[config.mk]
export PLATFORM = sky130hd
export DESIGN_NAME = desc_fetch_ctrl
export DESIGN_NICKNAME = d
export VERILOG_FILES = /design/src/rtl/desc_fetch_pkg.sv /design/src/rtl/desc_fetch_dp.sv /design/src/rtl/desc_fetch_fsm.sv /design/src/rtl/desc_fetch_ctrl.sv
export SDC_FILE = /design/constraint.sdc
export NUM_CORES = 1
export LEC_CHECK = 0
export BUFFER_PORTS_ARGS = -buffer_cell sky130_fd_sc_hd__buf_4
export CORE_UTILIZATION = 56
export CTS_CLUSTER_SIZE = 16
export DETAILED_ROUTE_END_ITERATION = 8
export PLACE_DENSITY = 0.8
export SLEW_MARGIN = 5
export SYNTH_ARGS = -nofsm -noshare
export SYNTH_HDL_FRONTEND = slang
export SYNTH_HIERARCHICAL = 1
export SYNTH_SLANG_ARGS = --single-unit
[constraint.sdc]
create_clock -name clk -period 12 [get_ports clk]
set_clock_uncertainty 0.05 [all_clocks]
set_input_delay 0.6 -clock clk [delete_from_list [all_inputs] [get_ports clk]]
set_output_delay 0.6 -clock clk [all_outputs]
set_load 0.03 [all_outputs]
[src/rtl/desc_fetch_pkg.sv]
package desc_fetch_pkg;
  localparam int ADDR_W = 64;
  localparam int LOC_W  = 32;
  localparam int ID_W   = 7;
  localparam int LEN_W  = 18;
  localparam int DESC_W = 2 * ADDR_W + LEN_W + ID_W;
  localparam int RA_W   = 3;

  localparam logic [RA_W-1:0] REG_TBL_LO = 3'd0;
  localparam logic [RA_W-1:0] REG_TBL_HI = 3'd1;
  localparam logic [RA_W-1:0] REG_LOCAL  = 3'd2;
  localparam logic [RA_W-1:0] REG_FINAL  = 3'd3;
  localparam logic [RA_W-1:0] REG_STATUS = 3'd4;

  typedef struct packed {
    logic [ADDR_W-1:0] srcAddr;
    logic [ADDR_W-1:0] dstAddr;
    logic [LEN_W-1:0]  lenDw;
    logic [ID_W-1:0]   descId;
  } descT;

  typedef struct packed {
    logic fetchFire;
    logic popHead;
  } ctlStrobeT;

  typedef enum logic [2:0] {
    ST_IDLE, ST_RUN, ST_WAIT, ST_WRBACK, ST_IRQ
  } ctlStateT;
endpackage

[src/rtl/desc_fetch_dp.sv]
module desc_fetch_dp
  import desc_fetch_pkg::*;
#(
  parameter int FIFO_DEPTH = 4,
  parameter int DESC_BYTES = 32,
  parameter int DONE_OFS   = 24
) (
  input  logic              clk,
  input  logic              rstN,
  input  logic              regWrEn,
  input  logic [RA_W-1:0]   regAddr,
  input  logic [31:0]       regWrData,
  output logic [31:0]       regRdData,
  input  logic              busy,
  input  ctlStrobeT         ctl,
  input  logic              descInValid,
  input  logic [DESC_W-1:0] descInData,
  output logic              startReq,
  output logic              fetchPending,
  output logic              fifoEmpty,
  output logic              headZero,
  output logic              headLast,
  output descT              head,
  output logic [ADDR_W-1:0] fetchSrc,
  output logic [LOC_W-1:0]  fetchDst,
  output logic [LEN_W-1:0]  fetchLen,
  output logic [ADDR_W-1:0] wbAddr
);
  localparam int PTR_W      = (FIFO_DEPTH > 1) ? $clog2(FIFO_DEPTH) : 1;
  localparam int CNT_W      = ID_W + 1;
  localparam int DESC_SHIFT = $clog2(DESC_BYTES);

  logic [ADDR_W-1:0] tableBase;
  logic [LOC_W-1:0]  localBase;
  logic [ID_W-1:0]   finalId;
  logic [CNT_W-1:0]  fetchIdx, arriveIdx, popIdx;
  descT              fifoMem [FIFO_DEPTH];

  assign startReq = regWrEn && (regAddr == REG_FINAL) && !busy;

  // register file
  always_ff @(posedge clk) begin
    if (!rstN) begin
      tableBase <= '0;
      localBase <= '0;
      finalId   <= '0;
    end else if (regWrEn) begin
      case (regAddr)
        REG_TBL_LO: tableBase[31:0]  <= regWrData;
        REG_TBL_HI: tableBase[63:32] <= regWrData;
        REG_LOCAL:  localBase        <= regWrData;
        REG_FINAL:  if (!busy) finalId <= regWrData[ID_W-1:0];
        default: ;
      endcase
    end
  end

  always_comb begin
    case (regAddr)
      REG_TBL_LO: regRdData = tableBase[31:0];
      REG_TBL_HI: regRdData = tableBase[63:32];
      REG_LOCAL:  regRdData = localBase;
      REG_FINAL:  regRdData = 32'(finalId);
      REG_STATUS: regRdData = {31'd0, busy};
      default:    regRdData = '0;
    endcase
  end

  // run counters: requested, arrived, consumed
  always_ff @(posedge clk) begin
    if (!rstN || startReq) begin
      fetchIdx  <= '0;
      arriveIdx <= '0;
      popIdx    <= '0;
    end else begin
      if (ctl.fetchFire) fetchIdx  <= fetchIdx + 1'b1;
      if (descInValid)   arriveIdx <= arriveIdx + 1'b1;
      if (ctl.popHead)   popIdx    <= popIdx + 1'b1;
    end
  end

  // local descriptor store, indexed by the low counter bits
  always_ff @(posedge clk) begin
    if (descInValid) fifoMem[arriveIdx[PTR_W-1:0]] <= descT'(descInData);
  end

  assign head      = fifoMem[popIdx[PTR_W-1:0]];
  assign fifoEmpty = (arriveIdx == popIdx);
  assign headZero  = (head.lenDw == '0);
  assign headLast  = (popIdx[ID_W-1:0] == finalId);

  assign fetchPending = (fetchIdx <= CNT_W'(finalId)) &&
                        ((fetchIdx - popIdx) < CNT_W'(FIFO_DEPTH));

  assign fetchSrc = tableBase + (ADDR_W'(fetchIdx) << DESC_SHIFT);
  assign fetchDst = localBase + (LOC_W'(fetchIdx) << DESC_SHIFT);
  assign fetchLen = LEN_W'(DESC_BYTES / 4);
  assign wbAddr   = tableBase + (ADDR_W'(finalId) << DESC_SHIFT) + ADDR_W'(DONE_OFS);
endmodule

[src/rtl/desc_fetch_fsm.sv]
module desc_fetch_fsm
  import desc_fetch_pkg::*;
(
  input  logic      clk,
  input  logic      rstN,
  input  logic      startReq,
  input  logic      fetchPending,
  input  logic      fifoEmpty,
  input  logic      headZero,
  input  logic      headLast,
  input  logic      fetchReady,
  input  logic      moveReady,
  input  logic      moveDone,
  input  logic      wbReady,
  input  logic      irqReady,
  output logic      busy,
  output ctlStrobeT ctl,
  output logic      fetchValid,
  output logic      moveValid,
  output logic      wbValid,
  output logic      irqValid
);
  ctlStateT st, stNext;
  logic     lastQ, lastNext;

  always_ff @(posedge clk) begin
    if (!rstN) begin
      st    <= ST_IDLE;
      lastQ <= 1'b0;
    end else begin
      st    <= stNext;
      lastQ <= lastNext;
    end
  end

  assign busy = (st != ST_IDLE);

  always_comb begin
    stNext     = st;
    lastNext   = lastQ;
    ctl        = '0;
    fetchValid = 1'b0;
    moveValid  = 1'b0;
    wbValid    = 1'b0;
    irqValid   = 1'b0;
    case (st)
      ST_IDLE: if (startReq) stNext = ST_RUN;
      ST_RUN, ST_WAIT: begin
        fetchValid    = fetchPending;
        ctl.fetchFire = fetchPending && fetchReady;
        if (st == ST_RUN) begin
          if (!fifoEmpty && headZero) begin
            ctl.popHead = 1'b1;
            if (headLast) stNext = ST_WRBACK;
          end else if (!fifoEmpty) begin
            moveValid = 1'b1;
            if (moveReady) begin
              ctl.popHead = 1'b1;
              lastNext    = headLast;
              stNext      = ST_WAIT;
            end
          end
        end else if (moveDone) begin
          stNext = lastQ ? ST_WRBACK : ST_RUN;
        end
      end
      ST_WRBACK: begin
        wbValid = 1'b1;
        if (wbReady) stNext = ST_IRQ;
      end
      ST_IRQ: begin
        irqValid = 1'b1;
        if (irqReady) stNext = ST_IDLE;
      end
      default: stNext = ST_IDLE;
    endcase
  end
endmodule

[src/rtl/desc_fetch_ctrl.sv]
module desc_fetch_ctrl
  import desc_fetch_pkg::*;
#(
  parameter int FIFO_DEPTH = 4,
  parameter int DESC_BYTES = 32,
  parameter int DONE_OFS   = 24
) (
  input  logic              clk,
  input  logic              rstN,
  input  logic              regWrEn,
  input  logic [RA_W-1:0]   regAddr,
  input  logic [31:0]       regWrData,
  output logic [31:0]       regRdData,
  output logic              fetchValid,
  input  logic              fetchReady,
  output logic [ADDR_W-1:0] fetchSrc,
  output logic [LOC_W-1:0]  fetchDst,
  output logic [LEN_W-1:0]  fetchLen,
  input  logic              descInValid,
  input  logic [DESC_W-1:0] descInData,
  output logic              moveValid,
  input  logic              moveReady,
  output logic [ADDR_W-1:0] moveSrc,
  output logic [ADDR_W-1:0] moveDst,
  output logic [LEN_W-1:0]  moveLen,
  output logic [ID_W-1:0]   moveId,
  input  logic              moveDone,
  output logic              wbValid,
  input  logic              wbReady,
  output logic [ADDR_W-1:0] wbAddr,
  output logic [31:0]       wbData,
  output logic              irqValid,
  input  logic              irqReady
);
  ctlStrobeT ctl;
  descT      head;
  logic      busy, startReq, fetchPending, fifoEmpty, headZero, headLast;

  desc_fetch_dp #(
    .FIFO_DEPTH(FIFO_DEPTH), .DESC_BYTES(DESC_BYTES), .DONE_OFS(DONE_OFS)
  ) u_dp (
    .clk(clk), .rstN(rstN), .regWrEn(regWrEn), .regAddr(regAddr),
    .regWrData(regWrData), .regRdData(regRdData), .busy(busy), .ctl(ctl),
    .descInValid(descInValid), .descInData(descInData), .startReq(startReq),
    .fetchPending(fetchPending), .fifoEmpty(fifoEmpty), .headZero(headZero),
    .headLast(headLast), .head(head), .fetchSrc(fetchSrc), .fetchDst(fetchDst),
    .fetchLen(fetchLen), .wbAddr(wbAddr)
  );

  desc_fetch_fsm u_fsm (
    .clk(clk), .rstN(rstN), .startReq(startReq), .fetchPending(fetchPending),
    .fifoEmpty(fifoEmpty), .headZero(headZero), .headLast(headLast),
    .fetchReady(fetchReady), .moveReady(moveReady), .moveDone(moveDone),
    .wbReady(wbReady), .irqReady(irqReady), .busy(busy), .ctl(ctl),
    .fetchValid(fetchValid), .moveValid(moveValid), .wbValid(wbValid),
    .irqValid(irqValid)
  );

  assign moveSrc = head.srcAddr;
  assign moveDst = head.dstAddr;
  assign moveLen = head.lenDw;
  assign moveId  = head.descId;
  assign wbData  = 32'd1;
endmodule

# After elaboration in Yosys (flattened, before gate mapping)
# Memory sizes are Yosys's and may differ from the RTL's. A register that Yosys moved wholly into a read port is not among the register bits.
# Index checks and enable logic that the tools add are counted.
word_totals:
  reg_bits: 131
  ramBits: 612
  inputBits: 197
  elab_cells: 88
  memories: 1
mem_list:
  columns: ["name", "depth", "word_bits", "rd", "rd_ports_with_merged_regs", "wr", "line", "source"]
  rows:
  - ["u_dp.fifoMem", 4, 153, 1, 1, 1, "desc_fetch_dp.sv:37", "descT fifoMem [FIFO_DEPTH];"]
classes:
  addsub: 8
  n_lt_le_gt_ge: 2
  eq_ne: 17
  mux: 28
  bitwise: 3
  reduce_logical: 20
op_table:
  columns: ["cell", "n"]
  rows:
  - ["32-bit one-hot mux with 5 select lines", 1]
  - ["64-bit by 12-bit adder with 64-bit output", 1]
  - ["64-bit by 13-bit adder with 64-bit output", 1]
  - ["64-bit by 5-bit adder with 64-bit output, second input constant", 1]
  - ["32-bit by 13-bit adder with 32-bit output", 1]
  - ["3-bit two-way mux", 9]
  - ["8-bit by 1-bit adder with 8-bit output, second input constant", 3]
  - ["18-bit zero test", 1]
  - ["1-bit two-way mux", 13]
  - ["3-bit by 2-bit == test with 1-bit output, second input constant", 4]
  - ["3-bit one-hot mux with 4 select lines", 1]
  - ["8-bit == test", 1]
  - ["8-bit by 7-bit less-or-equal comparator with 1-bit output", 1]
  - ["8-bit by 3-bit less-than comparator with 1-bit output, second input constant", 1]
  - ["2-bit two-way mux", 4]
  - ["4-bit != test, second input constant", 2]
  - ["8-bit subtractor", 1]
  - ["7-bit == test", 1]
  - ["7-bit AND reduction", 1]
  - ["3-bit by 1-bit == test with 1-bit output, second input constant", 2]
  - ["3-bit == test, second input constant", 2]
  - ["3-bit zero test", 2]
  - ["2-bit != test, second input constant", 3]
  - ["2-bit AND reduction", 3]
  - ["10 further kinds", 18]

# Logic depth before layout (Yosys ltp)
depth:
  word_depth: 8
  mapped_depth: 16
  ltp_nobuf: 15

# Cells and area by module
# Netlist, hierarchy kept.
by_module_without_submodules:
  columns: ["module", "n_inst", "cells_each", "area_per_inst_um2", "seq_area_each_um2"]
  rows:
  - ["desc_fetch_dp", 1, 2194, 32324.8, 20960.1]
  - ["desc_fetch_fsm", 1, 40, 335.3, 80.1]
  - ["desc_fetch_ctrl", 1, 34, 247.7, 0.0]

# Worst setup path before layout
# OpenSTA, ideal clock, no wires.
synth_timing:
  path_kind: "in2reg"
  from: "input descInValid"
  to: "register u_dp.arriveIdx[6]"
  setup_ps: 71
  t_arrival_ps: 5540
  required_ps: 11879
  slack_ps: 6339
  stages: 5
  path_cell_list: "clkbuf_1 > and2_1 > nand3_1 > or3_1 > a21oi_1"
synth_lines:
  columns: ["element", "line", "source"]
  rows:
  - ["start, declared", "desc_fetch_ctrl.sv:19", "input logic descInValid,"]
  - ["end signal, assigned", "desc_fetch_dp.sv:77", "if (descInValid) arriveIdx <= arriveIdx + 1'b1;"]
  - ["end, declared", "desc_fetch_dp.sv:36", "logic [CNT_W-1:0] fetchIdx, arriveIdx, popIdx;"]

==> results.cfg <==
[power]
netSwitchingPower_mw = 1.45
peakVddDrop_v = 0.000170
seq_power_share_pct = 49.5
power_report.internal_total_mw = 4.54
pwr-share-clk_pct = 40.5
power_per_cell_area_mw_per_mm2 = 150
post-layout-total-power_mw = 5.99
switching_share_of_power_pct = 24.2
leakagePower_nw = 14.2
share_comb_of_total_power_pct = 10.0

[yosys]
ys_warn_count = 6
syn_avg_cell_area_um2 = 14.5
mappedNetlistArea_mm2 = 0.0329
yosys_most_used_dff = edfxtp_1
synthTopCellsByArea = edfxtp_1, mux4_2, dfxtp_1, xnor2_1, nand2_1
async_reset_ff_share_pct = 0
synth_edf_count = 612
synth.yosys.seq_area_share_pct = 63.9
synth_cell_type_count = 74
synth_largest_area_cell = edfxtp_1
syn_inst = 2268
netlist.area_leader.share_pct = 55.8
ys_ff_latch = 745

[drt]
drtPass1Iterations = 9
drc = 0
detail-route-antenna-nets = 0
dr.first_iter.drc_count = 2037
wl_per_cell_um = 27.4
vias_per_inst = 5.97
routed-via-count = 21500
routed_wire_length_um = 98500

[global_routing]
wire_length_of_the_first_global_routing_pass_um = 143000
antenna_violations_before_repair = 14
number_of_global_route_vias_before_repair = 21600
pin_count_of_the_biggest_net_entering_global_routing = 83
globalRouteOverflowTotal = 0
globalRouteTotalUtil_pct = 32.8

[worst_setup_path]
critical_path.reg2reg.endpoint = u_dp/popIdx[7]
slowest_stage_delay_cp_ns = 0.97
critPathMaxFanout = 82
timing.critical_path.to = moveValid
crit_buf_inv = 3
reg2reg_slack_ns = 6.92
crit_path_cell_trace = buf_4, buf_4, mux4_2, nor4_1, nor2_1, buf_4
crit_top_cell = buf_4
critical-path-slowest-cell = buf_4
worst-r2r-cell-count = 12
worst_path_arrival_ns = 4.57
required_time_at_the_endpoint_of_the_critical_path_ns = 11.35
timing.critical_path.to_type = output pin
start_kind = flop
setup.worst_path.class = flop to output pin
critPathTopFamily = buffers and inverters
cp.depth = 6

[die]
core_area_mm2 = 0.0579
fp-row-count = 88
io_pins = 596
start_util_pct = 56.8
die_w_um = 244
fp.dieArea_mm2 = 0.0597
die_h_um = 244

[timing]
rsz_0062_raised_after_global_routing = false
slew_violations = 0
highest_clock_frequency_the_design_can_meet_mhz = 192
hold_viol = 0
layout_worst_path_cycle_share_pct = 43.5
finalSetupViolations = 0
final.min_clock_period_ns = 5.22
aggregate_negative_setup_slack_ns = 0
fin_hold_ws_ns = 0.127
max-slew-margin-rel_pct = 18.7
tightest_slew_ns = 1.22

[cts]
cts_sinks = 745
post-cts-setup-buffer-count = 0
tritoncts_clock_tree = built
clock_insertion_delay_worst_skew_ns = 0.61
cts-root-buf = clkbuf_16
cts_htree_levels = 3
postCtsHoldBufs = 0
cts.path.max_buffers = 3
clkTransAtPathRegs_ns = 0.06
numCtsBuffers = 76
ctsResizeCount = 0

[flow_run]
maxCapViolations = 0

[placed_design]
globalplace.congestion = 0.954
dp.cells = 3450
port_buffers = 545
hpwlAfterDp_um = 64100

[final_layout]
final_cell_count_no_fill = 3598
nNetsFinal = 3005
fraction_of_layout_cells_with_a_size_suffix_above_1_pct = 31.2
area.growth.synth_to_final_pct = 20.9

[min_path]
type_of_the_worst_min_delay_path = primary input to flop

[run_status]
status = completed
==> Yosys cell counts (14+ instances only) <==
library cell and count:
nand3_1 64, dfxtp_1 133, mux4_2 160, and3_1 15, inv_1 38, a21oi_1 42, clkbuf_1 70, nor2_1 146
buf_2 41, nand2_1 281, edfxtp_1 612, xor2_1 50, mux2i_1 30, a21boi_0 104, nor3_1 25, buf_4 73
xnor2_1 128, nand4_1 35, and4_1 14, ha_1 43
==> power groups by stage <==
stage	clock network (mW)	logic (mW)	registers [mW]
2_1_floorplan	0	0.357	3.00
6_report	2.42	0.598	2.97
3_3_place_gp	0	0.576	3.00
4_1_cts	2.45	0.597	2.97
5_1_grt	2.55	0.621	2.97
3_5_place_dp	0	0.587	3.01
==> registers in the layout, indices dropped and copies added (netlist names), named ones only <==
| signal | count |
|---|---|
| u_dp/tableBase | 64 |
| u_dp/arriveIdx | 8 |
| u_dp/fifoMem | 612 |
| u_fsm/lastQ | 1 |
| u_dp/localBase | 32 |
| u_fsm/st | 3 |
| u_dp/fetchIdx | 8 |
| u_dp/finalId | 7 |
| u_dp/popIdx | 8 |
==> cells in the final DEF (no fill, tap or decap), types with 41 or more instances in the layout <==
| cell type | n |
|---|---|
| a21boi_0 | 104 |
| a21oi_1 | 41 |
| buf_4 | 572 |
| clkbuf_16 | 78 |
| conb_1 | 50 |
| dfxtp_1 | 131 |
| edfxtp_1 | 612 |
| ha_1 | 43 |
| mux4_2 | 160 |
| nand2_1 | 280 |
| nand3_1 | 64 |
| nor2_1 | 146 |
| xnor2_1 | 128 |
| xor2_1 | 50 |
==> worst min path at each step <==
stage                     from                    to  slack [ns]  depth (start not counted)
2_1_floorplan      u_fsm/lastQ           u_fsm/lastQ        0.38                          2
3_3_place_gp       u_fsm/lastQ           u_fsm/lastQ        0.40                          2
3_5_place_dp       u_fsm/lastQ           u_fsm/lastQ        0.42                          2
4_1_cts         descInData[62]   u_dp/fifoMem[2][62]        0.10                          1
5_1_grt         descInData[62]   u_dp/fifoMem[2][62]        0.12                          1
6_report       descInData[150]  u_dp/fifoMem[3][150]        0.13                          1
==> final cells by class <==
class                           count  area, µm²
Tap cell                          765        957
Clock inverter                     40        467
Inverter                           39        146
Clock buffer                       99       2080
Timing Repair Buffer              572       4290
Sequential cell                   745      21000
Multi-Input combinational cell   1329      10800
Antenna cell                        9       22.5
Fill cell                        3816      18100
==> logic make-up (layout without fill, tap and decap cells) <==
group	Yosys count	in the layout	synth area share (%)
fa+ha+maj	45	45	1.76
buf+inv	240	750	3.92
mux	193	193	12.0
compound gates	203	203	4.30
xor+xnor	178	178	4.74
flops	745	745	63.9
other cells	4	59	0.0456
simple gates	660	660	9.34
==> through the flow <==
step | area [µm²] | util, % | worst slack (ns)
final | 39800 | 68.7 | 6.78
after global routing | 39800 | 68.7 | 6.41
after CTS | 39800 | 68.7 | 6.60
after detailed placement | 37200 | 64.3 | 6.95
after global placement | 37200 | 64.3 | 6.85
after floorplan | 33100 | - | 6.34
==> metal layers <==
layer | GRT usage, % | vias up | wire length [µm]
li1 | - | 9307 | -
met1 | 40.7 | 10700 | 35200
met2 | 55.9 | 1290 | 50200
met3 | 8.59 | 163 | 10200
met4 | 10.8 | 10 | 2740
met5 | 0 | - | 70
Power figures use the tool's default switching activity.
